$ cat config.mk
export PLATFORM = sky130hd
export DESIGN_NAME = lcd_frame_rx
export DESIGN_NICKNAME = d
export VERILOG_FILES = /design/src/rtl/lcd_pkg.sv /design/src/rtl/lcd_line_edge.sv /design/src/rtl/lcd_bit_timer.sv /design/src/rtl/lcd_field_seq.sv /design/src/rtl/lcd_frame_rx.sv
export SDC_FILE = /design/constraint.sdc
export NUM_CORES = 1
export LEC_CHECK = 0
export BUFFER_PORTS_ARGS = -buffer_cell sky130_fd_sc_hd__buf_2
export CAP_MARGIN = 20
export CORE_ASPECT_RATIO = 2
export CORE_MARGIN = 10
export CORE_UTILIZATION = 45
export DETAILED_ROUTE_END_ITERATION = 8
export HOLD_SLACK_MARGIN = 0.15
export PLACE_DENSITY_LB_ADDON = 0.08
export SYNTH_ARGS = -nofsm -noshare
export SYNTH_HDL_FRONTEND = slang
export SYNTH_SLANG_ARGS = --single-unit
$ cat constraint.sdc
create_clock -name clk -period 19.55 [get_ports clk]
set_clock_uncertainty 0.15 [all_clocks]
set_input_delay 3.91 -clock clk [delete_from_list [all_inputs] [get_ports clk]]
set_output_delay 3.91 -clock clk [all_outputs]
set_load 0.01 [all_outputs]
$ cat src/rtl/lcd_pkg.sv
package lcd_pkg;

    localparam int LEN_W   = 6;
    localparam int FIELD_W = 32;

    typedef enum logic {CODE_NRZ = 1'b0, CODE_MAN = 1'b1} code_t;

    typedef enum logic [2:0] {
        PH_IDLE = 3'd0,
        PH_SYNC = 3'd1,
        PH_HDR  = 3'd2,
        PH_DAT  = 3'd3,
        PH_TRL  = 3'd4
    } phase_t;

    typedef struct packed {
        logic [LEN_W-1:0] sync_n;
        logic [LEN_W-1:0] hdr_n;
        logic [LEN_W-1:0] dat_n;
        logic [LEN_W-1:0] trl_n;
    } frame_cfg_t;

    typedef struct packed {
        logic [FIELD_W-1:0] hdr;
        logic [FIELD_W-1:0] dat;
        logic [FIELD_W-1:0] trl;
    } field_set_t;

    function automatic logic [LEN_W-1:0] phase_len(phase_t p, frame_cfg_t c);
        case (p)
            PH_SYNC: return c.sync_n;
            PH_HDR:  return c.hdr_n;
            PH_DAT:  return c.dat_n;
            PH_TRL:  return c.trl_n;
            default: return '0;
        endcase
    endfunction

    // First non-empty section after cur; PH_IDLE means the frame is complete.
    function automatic phase_t next_phase(phase_t cur, frame_cfg_t c);
        phase_t r;
        r = PH_IDLE;
        for (int k = 4; k >= 1; k--) begin
            if (k > int'(cur) && phase_len(phase_t'(3'(k)), c) != '0)
                r = phase_t'(3'(k));
        end
        return r;
    endfunction

endpackage

$ cat src/rtl/lcd_line_edge.sv
module lcd_line_edge (
    input  logic clk,
    input  logic rst,
    input  logic line_in,
    output logic chg
);
    logic line_q;

    always_ff @(posedge clk) begin
        line_q <= line_in;
    end

    // During reset line_q tracks the line, so no edge is seen at release.
    assign chg = rst ? 1'b0 : (line_in ^ line_q);

endmodule

$ cat src/rtl/lcd_bit_timer.sv
module lcd_bit_timer #(
    parameter int DIV_W = 16
) (
    input  logic             clk,
    input  logic             rst,
    input  lcd_pkg::code_t   code,
    input  logic [DIV_W-1:0] div,
    input  logic             active,
    input  logic             start,
    input  logic             chg,
    input  logic             line_lvl,
    output logic             bit_stb,
    output logic             bit_val,
    output logic             tim_err
);
    import lcd_pkg::*;

    localparam int CNT_W = DIV_W + 1;

    logic [CNT_W-1:0] cnt, period, half, quarter, win_lo, win_hi;
    logic             in_win;

    assign period  = {1'b0, div};
    assign half    = period >> 1;
    assign quarter = period >> 2;
    assign win_lo  = period - quarter;
    assign win_hi  = period + quarter;
    assign in_win  = (cnt >= win_lo) && (cnt <= win_hi);

    always_comb begin
        bit_stb = 1'b0;
        bit_val = 1'b0;
        tim_err = 1'b0;
        if (active) begin
            if (code == CODE_MAN) begin
                if (chg && in_win) begin
                    bit_stb = 1'b1;
                    bit_val = ~line_lvl;       // falling mid-cell -> 1
                end else if (!chg && cnt >= win_hi) begin
                    tim_err = 1'b1;
                end
            end else if (cnt == half) begin
                bit_stb = 1'b1;
                bit_val = line_lvl;
            end
        end
    end

    // Manchester: cnt = cycles since last mid-cell transition (start edge acts as one T/2 earlier).
    // NRZ: cnt = position inside the current cell, re-aligned on every line change.
    always_ff @(posedge clk) begin
        if (rst) begin
            cnt <= '0;
        end else if (start) begin
            cnt <= (code == CODE_MAN) ? half + 1'b1 : CNT_W'(1);
        end else if (active) begin
            if (code == CODE_MAN)
                cnt <= (chg && in_win) ? CNT_W'(1) : cnt + 1'b1;
            else if (chg)
                cnt <= CNT_W'(1);
            else
                cnt <= (cnt == period - 1'b1) ? '0 : cnt + 1'b1;
        end
    end

    AST_ERR_SINGLE: assert property (@(posedge clk) disable iff (rst)
        tim_err |=> !tim_err);

endmodule

$ cat src/rtl/lcd_field_seq.sv
module lcd_field_seq (
    input  logic                clk,
    input  logic                rst,
    input  lcd_pkg::frame_cfg_t cfg,
    input  logic                start,
    input  logic                bit_stb,
    input  logic                bit_val,
    input  logic                tim_err,
    output logic                active,
    output lcd_pkg::field_set_t fields,
    output logic                frm_valid,
    output logic                frm_err
);
    import lcd_pkg::*;

    phase_t           ph, nxt_first, nxt_after;
    logic [LEN_W-1:0] left;
    field_set_t       wk, wk_n;

    assign active    = (ph != PH_IDLE);
    assign nxt_first = next_phase(PH_IDLE, cfg);
    assign nxt_after = next_phase(ph, cfg);

    always_comb begin
        wk_n = wk;
        case (ph)
            PH_HDR:  wk_n.hdr = {wk.hdr[FIELD_W-2:0], bit_val};
            PH_DAT:  wk_n.dat = {wk.dat[FIELD_W-2:0], bit_val};
            PH_TRL:  wk_n.trl = {wk.trl[FIELD_W-2:0], bit_val};
            default: wk_n = wk;
        endcase
    end

    always_ff @(posedge clk) begin
        if (rst) begin
            ph        <= PH_IDLE;
            left      <= '0;
            wk        <= '0;
            fields    <= '0;
            frm_valid <= 1'b0;
            frm_err   <= 1'b0;
        end else begin
            frm_valid <= 1'b0;
            frm_err   <= 1'b0;
            if (ph == PH_IDLE) begin
                if (start) begin
                    wk <= '0;
                    if (nxt_first == PH_IDLE) begin
                        fields    <= '0;
                        frm_valid <= 1'b1;
                    end else begin
                        ph   <= nxt_first;
                        left <= phase_len(nxt_first, cfg);
                    end
                end
            end else if (tim_err) begin
                frm_err <= 1'b1;
                ph      <= PH_IDLE;
            end else if (bit_stb) begin
                wk <= wk_n;
                if (left == LEN_W'(1)) begin
                    ph   <= nxt_after;
                    left <= phase_len(nxt_after, cfg);
                    if (nxt_after == PH_IDLE) begin
                        fields    <= wk_n;
                        frm_valid <= 1'b1;
                    end
                end else begin
                    left <= left - 1'b1;
                end
            end
        end
    end

    AST_VALID_PULSE: assert property (@(posedge clk) disable iff (rst)
        frm_valid |=> !frm_valid);
    AST_IDLE_AFTER_END: assert property (@(posedge clk) disable iff (rst)
        (frm_valid || frm_err) |-> !active);
    AST_HOLD_FIELDS: assert property (@(posedge clk) disable iff (rst)
        !frm_valid |-> $stable(fields));

endmodule

$ cat src/rtl/lcd_frame_rx.sv
module lcd_frame_rx #(
    parameter int DIV_W  = 16,
    parameter int SYNC_W = 4
) (
    input  logic                        clk,
    input  logic                        rst,
    input  logic                        cfg_manchester,
    input  logic [DIV_W-1:0]            cfg_baud_div,
    input  logic                        cfg_start_pol,
    input  logic [SYNC_W-1:0]           cfg_sync_bits,
    input  logic [lcd_pkg::LEN_W-1:0]   cfg_hdr_len,
    input  logic [lcd_pkg::LEN_W-1:0]   cfg_dat_len,
    input  logic [lcd_pkg::LEN_W-1:0]   cfg_trl_len,
    input  logic                        line_in,
    output logic                        frm_valid,
    output logic                        frm_err,
    output logic [lcd_pkg::FIELD_W-1:0] frm_hdr,
    output logic [lcd_pkg::FIELD_W-1:0] frm_dat,
    output logic [lcd_pkg::FIELD_W-1:0] frm_trl
);
    import lcd_pkg::*;

    frame_cfg_t cfg;
    field_set_t fields;
    code_t      code;
    logic       chg, start, active, bit_stb, bit_val, tim_err;

    assign code       = code_t'(cfg_manchester);
    assign cfg.sync_n = LEN_W'(cfg_sync_bits);
    assign cfg.hdr_n  = cfg_hdr_len;
    assign cfg.dat_n  = cfg_dat_len;
    assign cfg.trl_n  = cfg_trl_len;
    assign start      = !active && chg && (line_in == cfg_start_pol);

    lcd_line_edge u_edge (
        .clk     (clk),
        .rst     (rst),
        .line_in (line_in),
        .chg     (chg)
    );

    lcd_bit_timer #(.DIV_W(DIV_W)) u_timer (
        .clk      (clk),
        .rst      (rst),
        .code     (code),
        .div      (cfg_baud_div),
        .active   (active),
        .start    (start),
        .chg      (chg),
        .line_lvl (line_in),
        .bit_stb  (bit_stb),
        .bit_val  (bit_val),
        .tim_err  (tim_err)
    );

    lcd_field_seq u_seq (
        .clk       (clk),
        .rst       (rst),
        .cfg       (cfg),
        .start     (start),
        .bit_stb   (bit_stb),
        .bit_val   (bit_val),
        .tim_err   (tim_err),
        .active    (active),
        .fields    (fields),
        .frm_valid (frm_valid),
        .frm_err   (frm_err)
    );

    assign frm_hdr = fields.hdr;
    assign frm_dat = fields.dat;
    assign frm_trl = fields.trl;

    AST_STROBE_EXCL: assert property (@(posedge clk) disable iff (rst)
        !(frm_valid && frm_err));
    AST_NRZ_NO_ERR: assert property (@(posedge clk) disable iff (rst)
        !$past(cfg_manchester) |-> !frm_err);

endmodule

Word level (Yosys, flattened, before mapping)

Cells that the tools add are included.

Word-level logic and storage cells: 140
Output and inout bits: 98
Input bits: 43
Bits in registers: 221

Multiplexer cells: 64
Reduce and logical (&&, ||, !) cells: 30
Eq/ne operators: 19
Bitwise operators: 2
$add $sub $neg: 6
Order comparisons: 7

Operators with widths:

| kind                  | count |
|---|---|
| $mux 96               | 11 |
| $mux 17               | 7 |
| $mux 32               | 3 |
| $pmux 6 s4            | 2 |
| $mux 3                | 14 |
| $mux 6                | 6 |
| $ge 17x17->1          | 2 |
| $reduce_bool 6->1     | 4 |
| $mux 1                | 21 |
| $eq 3x2->1 const B    | 6 |
| $add 16x14->17        | 1 |
| $add 17x1->17 const B | 1 |
| $eq 17x15->1          | 1 |
| $eq 17x17->1          | 1 |
| $le 17x17->1          | 1 |
| $sub 16x1->17 const B | 1 |
| $sub 16x14->17        | 1 |
| $add 15x1->16 const B | 1 |
| $eq 3x3->1 const B    | 3 |
| $logic_and 1x1->1     | 9 |
| $logic_not 3->1       | 3 |
| $reduce_bool 3->1     | 3 |
| $reduce_and 4->1      | 2 |
| $reduce_bool 2->1     | 4 |
| 15 further kinds      | 20 |

Longest topological paths before layout

Gate-level depths: netlist of run 1.

Word-level depth: 13
Mapped depth: 24
Mapped depth without buffers: 20

By module

From an unflattened synthesis of run 1, not the netlist that was laid out.

Cells, all modules: 1,761
Area total of the unflattened synthesis: 14,664.1 um^2

By module, submodules not included:

| module        | times used | area an instance (um^2) | sequential area each (um^2) | cells an instance |
|---|---|---|---|---|
| lcd_field_seq | 1          | 10,208.5                | 4,063.9                     | 1,152 |
| lcd_bit_timer | 1          | 4,398.0                 | 340.3                       | 603 |
| lcd_line_edge | 1          | 32.5                    | 20.0                        | 3 |
| lcd_frame_rx  | 1          | 25.0                    | 0.0                         | 3 |

Worst setup path before layout of run 1

OpenSTA, ideal clock, no wires.

Kind: in2reg
Start: input port cfg_baud_div[4]
End: register, netlist name u_seq.fields[27]
Path slack: 10.498 ns
Required time: 19.330 ns
Arrival: 8.832 ns
Path buffers: 4
Library setup time: 0.070 ns
Stages on the path: 22
Cells stage by stage: clkbuf_1 > inv_1 > ha_1 > nor2b_1 > o21ai_0 > a21oi_1 > o211ai_1 > a21oi_1 > o31ai_1 > or4b_2 > o211ai_1 > ha_1 > a21oi_1 > o21ai_0 > or4_1 > a31oi_1 > o41a_1 > buf_4 > clkbuf_1 > clkbuf_1 > o21ai_0 > a21oi_1

Word-level cells in the longest chain between the ends: 9
Elaborated cells on any way between the ends: 20
Classes of those cells: add/sub (2); order compare (3); eq/ne (2); mux (8); reduce/logical (5)

RTL lines:

| element                                                   | line                                     | text |
|---|---|---|
| start, declared                                           | lcd_frame_rx.sv:8                        | `input logic [DIV_W-1:0] cfg_baud_div,` |
| $add 16x14->17 or $sub 16x14->17 (tied branches)          | lcd_bit_timer.sv:27, lcd_bit_timer.sv:26 |  |
| $ge 17x17->1 (tied with other cells)                      | lcd_bit_timer.sv:39                      | `end else if (!chg && cnt >= win_hi) begin` |
| $logic_and 1x1->1, on equally long branches               | lcd_bit_timer.sv:39, lcd_bit_timer.sv:28 |  |
| $mux 1 or $logic_and 1x1->1 (tied branches)               | lcd_bit_timer.sv:39, lcd_bit_timer.sv:36 |  |
| $mux 1                                                    | lcd_bit_timer.sv:36                      | `if (chg && in_win) begin` |
| $mux 1                                                    | lcd_bit_timer.sv:35                      | `if (code == CODE_MAN) begin` |
| $mux 1                                                    | lcd_bit_timer.sv:34                      | `if (active) begin` |
| $ne 2x1->1 (no line) or $reduce_bool 2->1 (tied branches) | -                                        |  |
| $reduce_and 6->1 (no line) (*)                            | -                                        |  |

Every way passes the cells marked *; elsewhere a longest branch is shown, timed or not.
A chain may end at the register's enable or synchronous reset.

Worst setup path after layout of run 1

Start: input port cfg_baud_div[4]
End: register, netlist name u_seq.fields[65]

Word-level cells in the longest chain between the ends: 9
Elaborated cells on any way between the ends: 20
Classes of those cells: add/sub (2); order compare (3); eq/ne (2); mux (8); reduce/logical (5)

RTL lines:

| element                                                   | line |
|---|---|
| $add 16x14->17 or $sub 16x14->17 (tied branches)          | lcd_bit_timer.sv:27, lcd_bit_timer.sv:26 |
| $ge 17x17->1 (tied with other cells)                      | lcd_bit_timer.sv:39 |
| $logic_and 1x1->1, on equally long branches               | lcd_bit_timer.sv:39, lcd_bit_timer.sv:28 |
| $mux 1 or $logic_and 1x1->1 (tied branches)               | lcd_bit_timer.sv:39, lcd_bit_timer.sv:36 |
| $mux 1                                                    | lcd_bit_timer.sv:36 |
| $mux 1                                                    | lcd_bit_timer.sv:35 |
| $mux 1                                                    | lcd_bit_timer.sv:34 |
| $ne 2x1->1 (no line) or $reduce_bool 2->1 (tied branches) | - |
| $reduce_and 6->1 (no line) (*)                            | - |

Marks and branches as above.

==> results of run 1 <==
==> area by class of cell <==
class	instances	area [um^2]	share of cell area
clock buffer	28	572	0.0385
clock inverter	8	53.8	0.00362
inverter	45	169	0.0114
multi-input combinational	1246	8350	0.561
sequential	221	4420	0.298
tap	364	455	0.0306
timing repair buffer	159	850	0.0571
==> kinds of logic (layout without fill, tap and decap cells) <==
| group | after synthesis | count (layout) | share of synthesized area |
|---|---|---|---|
| AOI/OAI and AO/OA | 573 | 573 | 0.280 |
| xor gates and xnor gates | 77 | 77 | 0.0498 |
| adders and majority gates | 70 | 70 | 0.0658 |
| buffers and inverters | 193 | 240 | 0.0599 |
| DFF | 221 | 221 | 0.327 |
| muxes | 36 | 36 | 0.0268 |
| and+or+nand+nor | 490 | 490 | 0.191 |
==> cell usage in the layout, fill, tap and decap left out, drive strengths merged, types with 26 or more instances in the layout <==
cell	netlist	layout
nand3	28	28
a21oi	205	205
dfxtp	221	221
xnor2	60	60
or4	39	39
o21ai	67	67
a211oi	138	138
nor3	26	26
clkbuf	117	28
inv	45	47
or3	39	39
nand2	88	88
and3	43	43
a22oi	36	36
mux2i	34	34
ha	68	68
buf	31	159
nor2	142	142
==> worst max path at each step <==
| stage | cells past startpoint | start | to |
|---|---|---|---|
| detailed placement | 23 | cfg_baud_div[4] | u_seq.fields[79]$_SDFFE_PP0P_ |
| global placement | 23 | cfg_baud_div[4] | u_seq.fields[81]$_SDFFE_PP0P_ |
| global route | 23 | cfg_baud_div[4] | u_seq.fields[79]$_SDFFE_PP0P_ |
| CTS | 23 | cfg_baud_div[4] | u_seq.fields[79]$_SDFFE_PP0P_ |
| floorplan | 22 | cfg_baud_div[4] | u_seq.fields[27]$_SDFFE_PP0P_ |
| finish | 23 | cfg_baud_div[4] | u_seq.fields[65]$_SDFFE_PP0P_ |
==> sequential cells by signal, indices dropped and copies added (netlist names) <==
| signal | cells |
|---|---|
| u_seq.fields | 96 |
| u_seq.wk | 96 |
| u_timer.cnt | 17 |
| u_seq.left | 6 |
| u_seq.ph | 3 |
| u_edge.line_q | 1 |
| u_seq.frm_err | 1 |
| u_seq.frm_valid | 1 |
==> power by group through the flow <==
stage	combinational, mW	clock (mW)	sequential, mW
final	0.531	0.390	0.539
after global routing	0.594	0.418	0.545
after CTS	0.532	0.402	0.538
after detailed placement	0.529	0	0.548
after global placement	0.526	0	0.547
after floorplan	0.417	0	0.528
==> worst reg2reg max path: cells and delay by family, from the launching register on <==
| kind | cells | cell delay (ns) |
|---|---|---|
| AOI/OAI and AO/OA | 5 | 1.23 |
| adders and majority gates | 1 | 0.27 |
| buffers and inverters | 3 | 1.75 |
| DFF | 1 | 0.72 |
| and+or+nand+nor | 3 | 0.73 |
==> metal layers <==
| metal | vias up | part of all wire | track usage |
|---|---|---|---|
| li1 | 6260 | - | - |
| met1 | 6004 | 0.37 | 0.235 |
| met2 | 337 | 0.54 | 0.406 |
| met3 | 92 | 0.044 | 0.0284 |
| met4 | 0 | 0.042 | 0.0944 |
| met5 | - | 0 | 0 |
==> stage by stage <==
| step | cells | power [mW] | instance area, um^2 |
|---|---|---|---|
| finish | 2071 | 1.46 | 14900 |
| global route | 2071 | 1.56 | 14900 |
| CTS | 2071 | 1.47 | 14900 |
| detailed placement | 2035 | 1.08 | 14200 |
| global placement | 2035 | 1.07 | 14200 |
| floorplan | 1660 | 0.946 | 13500 |
==> flow_metrics.env, run 1 <==
export IMPL_synth_area_um2=13500
export IMPL_timing_rr_end="u_seq.fields[65]$_SDFFE_PP0P_"
export IMPL_drive_gt1_frac=0.135
export IMPL_synth_area_per_cell_um2=8.16
export IMPL_hold_viol_final=0
export IMPL_rsz0062_at_grt="false"
export IMPL_worst_path_buf_inv=5
export IMPL_htree_num_levels=1
export IMPL_track_usage=0.217
export IMPL_nFillCells=2971
export IMPL_core_area_um2=29600
export IMPL_crit_chain="buf_2 > inv_1 > ha_1 > nor2b_1 > o21ai_0 > a21oi_1 > o211ai_1 > a21oi_1 > o31ai_1 > or4b_2 > o211ai_1 > ha_1 > nand2_1 > a211o_1 > a21oi_1 > o21a_1 > a31oi_1 > buf_4 > o41ai_4 > buf_4 > buf_4 > a21oi_1 > a211oi_1"
export IMPL_cpMaxStageDelayCell="buf_4"
export IMPL_drtPass1Iterations=5
export IMPL_synth_edf_count=0
export IMPL_yosysTopAreaCell="dfxtp_1"
export IMPL_critPathRequiredTime_ns=19.82
export IMPL_io_pins=141
export IMPL_synth_top_cell_area_share=0.327
export IMPL_pwr_share_clk=0.267
export IMPL_synth_distinct_cells=90
export IMPL_place_hpwl_um=29900
export IMPL_fin_crit_sh=0.529
export IMPL_clk_pin_slew_worst_paths_ns=0.07
export IMPL_wirelength_um=42300
export IMPL_post_cts_resized=0
export IMPL_power_frac_comb=0.364
export IMPL_min_delay_start="u_seq.wk[63]$_SDFFE_PP0P_"
export IMPL_gp_congestion=0.934
export IMPL_cts_root_buf="clkbuf_16"
export IMPL_whs_path_depth=2
export IMPL_clk_latency_ns=0.52
export IMPL_seqPwrFrac=0.369
export IMPL_cts_sinks=221
export IMPL_r2r_start="u_timer.cnt[7]$_SDFFE_PP0N_"
export IMPL_sw_frac_of_total=0.406
export IMPL_drc_errors=0
export IMPL_grt_overflow_total=0
export IMPL_vias=12700
export IMPL_max_cap_violations=0
export IMPL_synth_nets=1773
export IMPL_grt_max_degree=131
export IMPL_antenna_found_initial=0
export IMPL_yosys_warnings=0
export IMPL_status="completed"
export IMPL_final_antenna_net_count=0
export IMPL_viasPerCell=6.13
export IMPL_period_minus_slack_ns=10.34
export IMPL_hp_class="register to register"
export IMPL_whs_endpoint="u_seq.wk[63]$_SDFFE_PP0P_"
export IMPL_ir_worst_vdd_uv=98.9
export IMPL_slew_viol_final=0
export IMPL_crit_path_max_incr_delay_ns=0.82
export IMPL_cts_setup_buffers=0
export IMPL_cts_path_max_buffers=3
export IMPL_timing_fmax_mhz=96.7
export IMPL_synth_most_common_cell="dfxtp_1"
export IMPL_ys_ff_latch=221
export IMPL_cp_top_family="compound AO/OA/AOI/OAI gates"
export IMPL_critPathMostFrequentCell="a21oi_1"
export IMPL_grt_first_pass_wirelength_um=67900
export IMPL_synth_commonest_cells="dfxtp_1, a21oi_1, nor2_1"
export IMPL_final_util=0.502
export IMPL_grt_pass1_vias=12700
export IMPL_numCtsBuffers=21
export IMPL_initial_core_util=0.457
export IMPL_p_leak_nw=5.48
export IMPL_crit_path_end_kind="register"
export IMPL_slew_limit_headroom=0.294
export IMPL_rrSetupSlack_ns=14.59
export IMPL_p_sw_mw=0.592
export IMPL_cp_max_fo=97
export IMPL_die_x_um=143
export IMPL_synthesis_instances=1660
export IMPL_fp_dieH_um=265
export IMPL_ys_seq_area_frac=0.327
export IMPL_hold_slack_ns=0.300
export IMPL_io_buffers=140
export IMPL_tritoncts="yes"
export IMPL_diodes=0
export IMPL_tightestPinTransition_ns=1.06
export IMPL_wl_per_cell_um=20.4
export IMPL_final_nets=1807
export IMPL_internal_power_mw=0.867
export IMPL_cp_start_kind="input port"
export IMPL_hold_buffers=0
export IMPL_power_density_nw_per_um2=98.2
export IMPL_fp_dieArea_um2=37900
export IMPL_critical_path_class="input port to register"
export IMPL_synth_area_leaders="dfxtp_1, a211oi_1, a21oi_1"
export IMPL_synthFlopType="dfxtp_1"
export IMPL_post_place_ws_ns=8.82
export IMPL_areaGrowthSynthToFinish_pct=9.80
export IMPL_fin_setup_tns_ns=0
export IMPL_rows=89
export IMPL_drtIter0Drc=639
export IMPL_finalSetupViolations=0
export IMPL_r2r_cells=12
export IMPL_worstPathArrival_ns=10.61
export IMPL_synthArstFlopShare=0
export IMPL_final_setup_worst_slack_ns=9.21
Power figures use the tool's default switching activity.
==> inputs of run 2 (changes only) <==
--- a/config.mk
+++ b/config.mk
@@ -5,6 +5,7 @@
 export SDC_FILE = /design/constraint.sdc
 export NUM_CORES = 1
 export LEC_CHECK = 0
+export ABC_AREA = 1
 export BUFFER_PORTS_ARGS = -buffer_cell sky130_fd_sc_hd__buf_2
 export CAP_MARGIN = 20
 export CORE_ASPECT_RATIO = 2
==> constraint.sdc (replaced) <==
create_clock -name clk -period 8.85 [get_ports clk]
set_clock_uncertainty 0.15 [all_clocks]
set_input_delay 1.77 -clock clk [delete_from_list [all_inputs] [get_ports clk]]
set_output_delay 1.77 -clock clk [all_outputs]
set_load 0.01 [all_outputs]
==> flow_metrics.env, run 2 <==
export IMPL_status="completed"
export IMPL_synth_top_cell_area_share=0.306
export IMPL_drive_gt1_frac=0.0911
export IMPL_rsz0062_at_grt="false"
export IMPL_fin_crit_sh=0.796
export IMPL_critPathRequiredTime_ns=9.15
export IMPL_slew_limit_headroom=0.337
export IMPL_synth_area_per_cell_um2=6.14
export IMPL_place_hpwl_um=33600
export IMPL_synth_most_common_cell="nand2_1"
export IMPL_areaGrowthSynthToFinish_pct=9.78
export IMPL_critPathMostFrequentCell="nand2_1"
export IMPL_final_util=0.502
export IMPL_nFillCells=3407
export IMPL_yosysTopAreaCell="dfxtp_1"
export IMPL_p_leak_nw=7.95
export IMPL_synthFlopType="dfxtp_1"
export IMPL_rows=92
export IMPL_yosys_warnings=0
export IMPL_reg_top3="u_seq.fields x96, u_seq.wk x96, u_timer.cnt x17"
export IMPL_wirelength_um=46400
export IMPL_cpMaxStageDelayCell="nor2_1"
export IMPL_multi_input_area_um2=8180
export IMPL_tightestPinTransition_ns=0.993
export IMPL_clk_pin_slew_worst_paths_ns=0.07
export IMPL_track_usage=0.224
export IMPL_wl_per_cell_um=16.3
export IMPL_synthArstFlopShare=0
export IMPL_synth_area_leaders="dfxtp_1, nand2_1, nor2_1"
export IMPL_period_minus_slack_ns=7.04
export IMPL_final_nets=2515
export IMPL_fin_setup_tns_ns=0
export IMPL_slew_viol_final=0
export IMPL_synth_edf_count=0
export IMPL_crit_path_end_kind="register"
export IMPL_grt_first_pass_wirelength_um=73900
export IMPL_io_buffers=140
export IMPL_drtPass1Iterations=5
export IMPL_cp_start_kind="input port"
export IMPL_clk_latency_ns=0.51
export IMPL_tritoncts="yes"
export IMPL_synthesis_instances=2358
export IMPL_drc_errors=0
export IMPL_hold_buffers=0
export IMPL_cts_sinks=221
export IMPL_worstPathArrival_ns=7.34
export IMPL_diodes=0
export IMPL_grt_max_degree=114
export IMPL_htree_num_levels=1
export IMPL_cp_max_fo=45
export IMPL_ys_seq_area_frac=0.306
export IMPL_synth_distinct_cells=40
export IMPL_crit_path_max_incr_delay_ns=0.58
export IMPL_hp_class="register to register"
export IMPL_critical_path_class="input port to register"
export IMPL_grt_pass1_vias=14400
export IMPL_hold_viol_final=0
export IMPL_synth_commonest_cells="nand2_1, nor2_1, inv_1"
export IMPL_io_pins=141
export IMPL_synth_area_um2=14500
export IMPL_fp_dieArea_um2=40200
export IMPL_area_sequential_um2=4420
export IMPL_final_antenna_net_count=0
export IMPL_fp_dieH_um=274
export IMPL_die_x_um=147
export IMPL_cts_setup_buffers=0
export IMPL_ys_ff_latch=221
export IMPL_synth_nets=2471
export IMPL_timing_fmax_mhz=142
export IMPL_cts_root_buf="clkbuf_16"
export IMPL_initial_core_util=0.457
export IMPL_cts_path_max_buffers=3
export IMPL_grt_overflow_total=0
export IMPL_antenna_found_initial=0
export IMPL_layout_commonest_cell="nand2_1"
export IMPL_ir_worst_vdd_uv=270
export IMPL_finalSetupViolations=0
export IMPL_numCtsBuffers=20
export IMPL_power_density_nw_per_um2=309
export IMPL_vias=14700
export IMPL_final_cell_mix="nand2_1, nor2_1, inv_1"
export IMPL_post_cts_resized=0
export IMPL_drtIter0Drc=720
export IMPL_core_area_um2=31700
export IMPL_viasPerCell=5.19
export IMPL_gp_congestion=1.04
export IMPL_max_cap_violations=0
-- run 2: cell types whose count changed after synthesis, sizes merged, moves of 34 or more --
cell	change
nand2	+434
inv	+292
nor2	+290
a211oi	-137
nand3	+90
o21ai	+89
a21oi	-56
nand4	+55
xnor2	-46
and3	-43
or3	-39
or4	-39
a22oi	-35
mux2i	-34
-- run 2: area by class of cell --
cell class / count / area share
multi-input cells: 1666 / 0.515
flip-flops and latches: 221 / 0.278
inverters: 337 / 0.0800
repair buffers: 156 / 0.0524
clock buffers: 29 / 0.0394
well taps: 423 / 0.0333
clock inverters: 5 / 0.00181
-- run 2: worst paths after layout --
path                              from                            end  slack (ns)  depth (start not counted)
max reg2reg   u_seq.ph[2]$_SDFFE_PP0P_  u_seq.fields[82]$_SDFFE_PP0P_        3.96                         16
max                    cfg_baud_div[8]       u_seq.wk[4]$_SDFFE_PP0P_        1.81                         28
min reg2reg  u_seq.wk[38]$_SDFFE_PP0P_      u_seq.wk[38]$_SDFFE_PP0P_        0.31                          2
min          u_seq.wk[38]$_SDFFE_PP0P_      u_seq.wk[38]$_SDFFE_PP0P_        0.31                          2
-- run 2: metal layers --
layer  routed length (um)  GRT usage  vias to the layer above
li1                     -          -                     7521
met1                16300      0.213                     6689
met2                25300      0.437                      345
met3                 1520     0.0237                      162
met4                 3240      0.151                        0
met5                    0          0                        -
-- run 2: critical path: cells and delay by family --
family	cells	cell delay (ns)
AO/OA/AOI/OAI	5	1.31
XOR/XNOR	1	0.10
adder cells (fa/ha/maj)	2	0.80
buffers and inverters	6	1.37
AND/OR/NAND/NOR	14	1.93
-- run 2: cell families after synthesis --
family,Yosys count,share of synthesized area
and+or+nand+nor,1168,0.331
buffers and inverters,471,0.131
AOI/OAI and AO/OA,367,0.134
DFF,221,0.306
adders and majority gates,70,0.0615
xor gates and xnor gates,61,0.0369
-- run 2: stage by stage --
| step | instance area [um^2] | power, mW | setup slack (ns) | cells | hold WS [ns] |
|---|---|---|---|---|---|
| after floorplan | 14500 | 3.43 | 3.18 | 2358 | 0.283 |
| after global placement | 15200 | 3.99 | 1.45 | 2803 | 0.292 |
| after detailed placement | 15200 | 4.04 | 1.34 | 2803 | 0.298 |
| after CTS | 15900 | 4.93 | 1.87 | 2837 | 0.309 |
| after global routing | 15900 | 5.39 | 1.37 | 2837 | 0.334 |
| final | 15900 | 4.91 | 1.81 | 2837 | 0.308 |
-- run 2: report_power, final --
group          leakage, nW  internal [mW]  switching, mW
logic                 5.82          0.783           1.77
clock network        0.330          0.491          0.392
registers             1.80           1.25          0.226
total                 7.95           2.52           2.39
